`src/rtl/ddr2b_pkg.sv`:
```
package ddr2b_pkg;

    typedef enum logic [1:0] {
        OP_IDLE  = 2'd0,
        OP_READ  = 2'd1,
        OP_WRITE = 2'd2
    } op_e;

    // starting value of the one-bit burst counter
    function automatic logic burst_start(input bit seed_en, input logic lsb);
        return seed_en ? lsb : 1'b0;
    endfunction

    // beat slot phase toggles every cycle; 0 marks a command slot
    function automatic logic next_phase(input logic cur);
        return ~cur;
    endfunction

endpackage

```
`src/rtl/ddr2b_cmd.sv`:
```
module ddr2b_cmd
    import ddr2b_pkg::*;
#(
    parameter int ADDR_W   = 6,
    parameter bit SEED_LSB = 1'b1
) (
    input  logic              clk,
    input  logic              rst,
    input  logic              rd_n,
    input  logic              wr_n,
    input  logic [ADDR_W-1:0] addr,
    input  logic              lat_mode,
    output logic              op_slot,
    output logic              go_rd,
    output logic              go_wr,
    output logic              go_late,
    output logic [ADDR_W-1:0] a_first,
    output logic [ADDR_W-1:0] a_second
);
    logic phase;
    logic start;
    op_e  op;

    always_ff @(posedge clk) begin
        if (rst) phase <= 1'b0;
        else     phase <= next_phase(phase);
    end

    assign op_slot = !rst && !phase;

    always_comb begin
        op = OP_IDLE;
        if (op_slot) begin
            if (!rd_n)      op = OP_READ;   // read outranks write
            else if (!wr_n) op = OP_WRITE;
        end
    end

    assign go_rd   = (op == OP_READ);
    assign go_wr   = (op == OP_WRITE);
    assign go_late = go_rd && lat_mode;

    generate
        if (SEED_LSB) begin : g_seeded
            assign start = burst_start(1'b1, addr[0]);
        end else begin : g_zero
            assign start = burst_start(1'b0, 1'b0);
        end
    endgenerate

    // wrap inside the pair: upper bits pass through untouched
    assign a_first  = {addr[ADDR_W-1:1], start};
    assign a_second = {addr[ADDR_W-1:1], ~start};

    a_r1_spacing: assert property (@(posedge clk) disable iff (rst)
        (go_rd || go_wr) |=> !(go_rd || go_wr))
        else $error("a_r1_spacing");

endmodule

```
`src/rtl/ddr2b_wcap.sv`:
```
module ddr2b_wcap #(
    parameter int ADDR_W = 6,
    parameter int DATA_W = 18
) (
    input  logic              clk,
    input  logic              rst,
    input  logic              go_wr,
    input  logic [ADDR_W-1:0] a_first,
    input  logic [ADDR_W-1:0] a_second,
    input  logic [DATA_W-1:0] wr_dk,
    input  logic [DATA_W-1:0] wr_dkb,
    output logic              we,
    output logic [ADDR_W-1:0] wa0,
    output logic [ADDR_W-1:0] wa1,
    output logic [DATA_W-1:0] wd0,
    output logic [DATA_W-1:0] wd1
);
    typedef struct packed {
        logic              vld;
        logic [ADDR_W-1:0] a0;
        logic [ADDR_W-1:0] a1;
    } pend_t;

    pend_t pend;

    always_ff @(posedge clk) begin
        if (rst) begin
            pend <= '0;
        end else begin
            pend.vld <= go_wr;
            if (go_wr) begin
                pend.a0 <= a_first;
                pend.a1 <= a_second;
            end
        end
    end

    // both beats of the data cycle commit at its closing edge
    assign we  = pend.vld;
    assign wa0 = pend.a0;
    assign wa1 = pend.a1;
    assign wd0 = wr_dk;
    assign wd1 = wr_dkb;

    a_r2_commit_follows_cmd: assert property (@(posedge clk) disable iff (rst)
        we |-> $past(go_wr))
        else $error("a_r2_commit_follows_cmd");

endmodule

```
`src/rtl/ddr2b_array.sv`:
```
module ddr2b_array #(
    parameter int ADDR_W = 6,
    parameter int DATA_W = 18
) (
    input  logic              clk,
    input  logic              we,
    input  logic [ADDR_W-1:0] wa0,
    input  logic [ADDR_W-1:0] wa1,
    input  logic [DATA_W-1:0] wd0,
    input  logic [DATA_W-1:0] wd1,
    input  logic [ADDR_W-1:0] ra0,
    input  logic [ADDR_W-1:0] ra1,
    output logic [DATA_W-1:0] rd0,
    output logic [DATA_W-1:0] rd1
);
    localparam int DEPTH = 1 << ADDR_W;

    logic [DATA_W-1:0] mem [DEPTH];

    always_ff @(posedge clk) begin
        if (we) begin
            mem[wa0] <= wd0;
            mem[wa1] <= wd1;
        end
    end

    assign rd0 = mem[ra0];
    assign rd1 = mem[ra1];

endmodule

```
`src/rtl/ddr2b_rret.sv`:
```
module ddr2b_rret #(
    parameter int DATA_W = 18
) (
    input  logic              clk,
    input  logic              rst,
    input  logic              go_rd,
    input  logic              go_late,
    input  logic [DATA_W-1:0] rd0,
    input  logic [DATA_W-1:0] rd1,
    output logic [DATA_W-1:0] rd_qk,
    output logic              rd_vk,
    output logic [DATA_W-1:0] rd_qkb,
    output logic              rd_vkb
);
    typedef struct packed {
        logic              vld;
        logic              late;
        logic [DATA_W-1:0] w0;
        logic [DATA_W-1:0] w1;
    } stg1_t;

    typedef struct packed {
        logic              vld;
        logic [DATA_W-1:0] w;
    } stg2_t;

    stg1_t s1;
    stg2_t s2;
    logic  early_pair;

    always_ff @(posedge clk) begin
        if (rst) begin
            s1 <= '0;
            s2 <= '0;
        end else begin
            s1.vld <= go_rd;
            if (go_rd) begin
                s1.late <= go_late;
                s1.w0   <= rd0;
                s1.w1   <= rd1;
            end
            s2.vld <= s1.vld && s1.late;
            if (s1.vld && s1.late) s2.w <= s1.w1;
        end
    end

    assign early_pair = s1.vld && !s1.late;

    always_comb begin
        rd_vk  = early_pair || s2.vld;
        rd_qk  = '0;
        if (s2.vld)          rd_qk = s2.w;
        else if (early_pair) rd_qk = s1.w0;
        rd_vkb = s1.vld;
        rd_qkb = '0;
        if (s1.vld) rd_qkb = s1.late ? s1.w0 : s1.w1;
    end

    a_r6_second_beat: assert property (@(posedge clk) disable iff (rst)
        (rd_vkb && !rd_vk) |=> (rd_vk && !rd_vkb))
        else $error("a_r6_second_beat");

    a_r7_same_cycle: assert property (@(posedge clk) disable iff (rst)
        (rd_vk && rd_vkb) |-> $past(go_rd && !go_late))
        else $error("a_r7_same_cycle");

    a_r8_kb_needs_read: assert property (@(posedge clk) disable iff (rst)
        rd_vkb |-> $past(go_rd))
        else $error("a_r8_kb_needs_read");

endmodule

```
`src/rtl/ddr2b_sram.sv`:
```
module ddr2b_sram
    import ddr2b_pkg::*;
#(
    parameter int ADDR_W   = 6,
    parameter int DATA_W   = 18,
    parameter bit SEED_LSB = 1'b1
) (
    input  logic              clk,
    input  logic              rst,
    input  logic              rd_n,
    input  logic              wr_n,
    input  logic [ADDR_W-1:0] addr,
    input  logic              lat_mode,
    input  logic [DATA_W-1:0] wr_dk,
    input  logic [DATA_W-1:0] wr_dkb,
    output logic [DATA_W-1:0] rd_qk,
    output logic              rd_vk,
    output logic [DATA_W-1:0] rd_qkb,
    output logic              rd_vkb
);
    logic              op_slot, go_rd, go_wr, go_late;
    logic [ADDR_W-1:0] a_first, a_second;
    logic              we;
    logic [ADDR_W-1:0] wa0, wa1;
    logic [DATA_W-1:0] wd0, wd1, rd0, rd1;

    ddr2b_cmd #(.ADDR_W(ADDR_W), .SEED_LSB(SEED_LSB)) u_cmd (
        .clk(clk), .rst(rst), .rd_n(rd_n), .wr_n(wr_n), .addr(addr),
        .lat_mode(lat_mode), .op_slot(op_slot), .go_rd(go_rd), .go_wr(go_wr),
        .go_late(go_late), .a_first(a_first), .a_second(a_second)
    );

    ddr2b_wcap #(.ADDR_W(ADDR_W), .DATA_W(DATA_W)) u_wcap (
        .clk(clk), .rst(rst), .go_wr(go_wr), .a_first(a_first),
        .a_second(a_second), .wr_dk(wr_dk), .wr_dkb(wr_dkb),
        .we(we), .wa0(wa0), .wa1(wa1), .wd0(wd0), .wd1(wd1)
    );

    ddr2b_array #(.ADDR_W(ADDR_W), .DATA_W(DATA_W)) u_array (
        .clk(clk), .we(we), .wa0(wa0), .wa1(wa1), .wd0(wd0), .wd1(wd1),
        .ra0(a_first), .ra1(a_second), .rd0(rd0), .rd1(rd1)
    );

    ddr2b_rret #(.DATA_W(DATA_W)) u_rret (
        .clk(clk), .rst(rst), .go_rd(go_rd), .go_late(go_late),
        .rd0(rd0), .rd1(rd1), .rd_qk(rd_qk), .rd_vk(rd_vk),
        .rd_qkb(rd_qkb), .rd_vkb(rd_vkb)
    );

    a_r3_pair_wrap: assert property (@(posedge clk) disable iff (rst)
        we |-> (wa0[ADDR_W-1:1] == wa1[ADDR_W-1:1]) && (wa0[0] != wa1[0]))
        else $error("a_r3_pair_wrap");

    a_r5_read_wins: assert property (@(posedge clk) disable iff (rst)
        (op_slot && !rd_n && !wr_n) |=> !we)
        else $error("a_r5_read_wins");

    generate
        if (!SEED_LSB) begin : g_zero_chk
            a_r4_zero_start: assert property (@(posedge clk) disable iff (rst)
                we |-> !wa0[0])
                else $error("a_r4_zero_start");
        end
    endgenerate

endmodule

```
`config.mk`:
```
export PLATFORM = sky130hd
export DESIGN_NAME = ddr2b_sram
export DESIGN_NICKNAME = d
export VERILOG_FILES = /design/src/rtl/ddr2b_pkg.sv /design/src/rtl/ddr2b_cmd.sv /design/src/rtl/ddr2b_wcap.sv /design/src/rtl/ddr2b_array.sv /design/src/rtl/ddr2b_rret.sv /design/src/rtl/ddr2b_sram.sv
export SDC_FILE = /design/constraint.sdc
export NUM_CORES = 2
export LEC_CHECK = 0
export BUFFER_PORTS_ARGS = -buffer_cell sky130_fd_sc_hd__buf_4
export CAP_MARGIN = 20
export CORE_MARGIN = 5
export CORE_UTILIZATION = 38
export CTS_BUF_LIST = sky130_fd_sc_hd__clkbuf_16
export DETAILED_ROUTE_END_ITERATION = 8
export PLACE_DENSITY_LB_ADDON = 0.12
export SLEW_MARGIN = 20
export SYNTH_ARGS = -nofsm -noshare
export SYNTH_HDL_FRONTEND = slang
export SYNTH_HIERARCHICAL = 1
export SYNTH_SLANG_ARGS = --single-unit
```
`constraint.sdc`:
```
create_clock -name clk -period 3.67 [get_ports clk]
set_input_delay 1.101 -clock clk [delete_from_list [all_inputs] [get_ports clk]]
set_output_delay 1.101 -clock clk [all_outputs]
set_load 0.05 [all_outputs]
```
==> results.json <==
{
  "final_area_um2": 82900,
  "post-cts-setup-buffers": 0,
  "rrSetupSlack_ns": 0.55,
  "clk_pin_slew_ns": 0.06,
  "hold_violations": 0,
  "drc_errors": 0,
  "grt_usage": 0.281,
  "place_congestion": 0.887,
  "path_cells": "buf_8 -> buf_12 -> inv_8 -> buf_4 -> mux4_2 -> mux2i_1 -> nor2_1 -> a211oi_1 -> nor3_1 -> mux2i_1 -> nor2_1",
  "fin_util": 0.436,
  "mappedNetlistNets": 4796,
  "cp_slowest_cell": "a211oi_1",
  "ir_worst_vdd_v": 0.000520,
  "layout_min_cycle_time_ns": 3.56,
  "slew_headroom": 0.168,
  "avgViaCountPerCell": 6.35,
  "required_ns": 4.34,
  "finalMaxSlewViolations": 0,
  "drt_wl_total_um": 284000,
  "ioPinCount": 85,
  "grt_overflow": 0,
  "antenna_found_initial": 13,
  "fp.dieW_um": 447,
  "critPathKind": "in -> reg",
  "grt_max_degree": 65,
  "start_util": 0.382,
  "startpoint": "addr[0]",
  "die_height_um": 447,
  "crit-reg2reg-launch": "u_wcap/we",
  "nets": 4884,
  "wire_per_inst_um": 38.0,
  "num_rows": 160,
  "crit_arrival_ns": 4.23,
  "start_kind": "input pin",
  "end_kind": "register",
  "max_stage_delay_ns": 1.00,
  "area_growth_pct": 14.2,
  "netlist_area_um2": 72600,
  "synthCells": 4749,
  "hpwl_um": 183000,
  "dr_total_vias": 47500,
  "dieArea_um2": 200000,
  "drive_gt1_frac": 0.552,
  "cp_max_fo": 12,
  "first_pass_iters": 5,
  "place_ws_ns": -0.632,
  "port_buffers": 84,
  "ys_warn_count": 6,
  "syn_avg_cell_area_um2": 15.3,
  "grt_pass1_vias": 46800,
  "tightestPinTransition_ns": 1.24,
  "clock_sinks": 1223,
  "cts-root-buf": "clkbuf_16",
  "ctsResizeCount": 0,
  "post_dp_cell_area_um2": 78100,
  "hp-start": "u_cmd/phase",
  "rsz0062_at_grt": "no",
  "min_path_type": "reg -> reg",
  "cts_hold_buffers": 0,
  "cts_max_path_buffers": 3,
  "grt_pass1_wl_um": 393000,
  "setup_ws_ns": 0.114,
  "maxCapViolations": 0,
  "finalClockSkew_ns": 0.0392,
  "cts_buffers": 150,
  "ant_nets": 0,
  "r2r_cells": 4,
  "hold_path_depth": 1,
  "timing.final.setup_violations": 0,
  "drtIter0Drc": 5213,
  "powerDensity_nw_per_um2": 408,
  "clock_latency_ns": 0.82,
  "period_share": 0.969,
  "cts_tree": "built",
  "timing.fmax_ghz": 0.281,
  "leakagePower_uw": 0.0277,
  "htree_levels": 4,
  "outcome": "finished, final reports clean",
  "core_area_um2": 190000
}
-- layout by cell type (no fill, tap or decap), types with 15 or more instances in the layout --
cell,instances
a211oi_1,75
a21oi_1,46
a221oi_1,15
a22oi_1,65
a31oi_1,18
buf_12,68
buf_4,499
clkbuf_16,155
clkinv_1,27
clkinv_2,22
dfxtp_1,69
edfxtp_1,1152
inv_1,44
mux2_2,1283
mux2i_1,180
mux4_2,509
nand2_1,133
nand2_2,44
nand2b_1,33
nand3_1,52
nor2_1,80
nor2b_1,34
nor4_1,21
o211a_1,18
o21ai_1,18
o21ai_2,39
o22ai_1,44
o22ai_2,16
-- flip-flops by register name, summed over array words and instances, names as in the netlist --
signal	flops
u_array/mem	1152
u_cmd/phase	1
u_rret/rd_vkb	1
u_rret/s1	37
u_rret/s2	19
u_wcap/wa0	6
u_wcap/wa1	6
u_wcap/we	1
-- worst max-delay path, delay by kind of cell --
family | cells | cell delay, ns
AND/OR/NAND/NOR | 3 | 0.28
multiplexers | 3 | 0.94
buffers and inverters | 4 | 0.83
AO/OA/AOI/OAI | 1 | 1.00
-- power breakdown --
part	switching, µW	leakage, µW	internal (µW)	total [µW]
clock network	6230	0.00249	8390	14600
registers	75.7	0.0109	15300	15400
logic	2200	0.0143	1650	3850
-- stage by stage --
| stage | hold slack, ns | power, µW | cells | setup TNS (ns) |
|---|---|---|---|---|
| after floorplan | 0.410 | 17900 | 4749 | 0 |
| after global placement | 0.444 | 19400 | 7195 | -6.07 |
| after detailed placement | 0.458 | 19400 | 7196 | -5.40 |
| after CTS | 0.472 | 34100 | 7466 | 0 |
| after global routing | 0.487 | 34800 | 7467 | 0 |
| final | 0.468 | 33800 | 7476 | 0 |
-- final cells by class --
cell class	count	area, µm²
Timing Repair Buffer	572	5190
Inverter	2	15.0
Fill cell	17200	107000
Multi-Input combinational cell	2888	33800
Tap cell	2511	3140
Clock inverter	115	848
Clock buffer	155	3880
Antenna cell	10	25.0
Sequential cell	1223	36000
-- layer usage --
metal | vias to the layer above | wire length (µm) | track usage
met5 | - | 27 | 0
met4 | 4 | 10200 | 0.0918
met2 | 2184 | 129000 | 0.434
li1 | 19300 | - | -
met3 | 421 | 24000 | 0.0595
met1 | 25600 | 121000 | 0.396
-- final timing paths --
path	to
max reg2reg	u_array/mem[3][10]
min reg2reg	u_cmd/phase
min	u_cmd/phase
max	u_rret/s1[1]
Note: power is estimated with default switching activity, not from simulation.
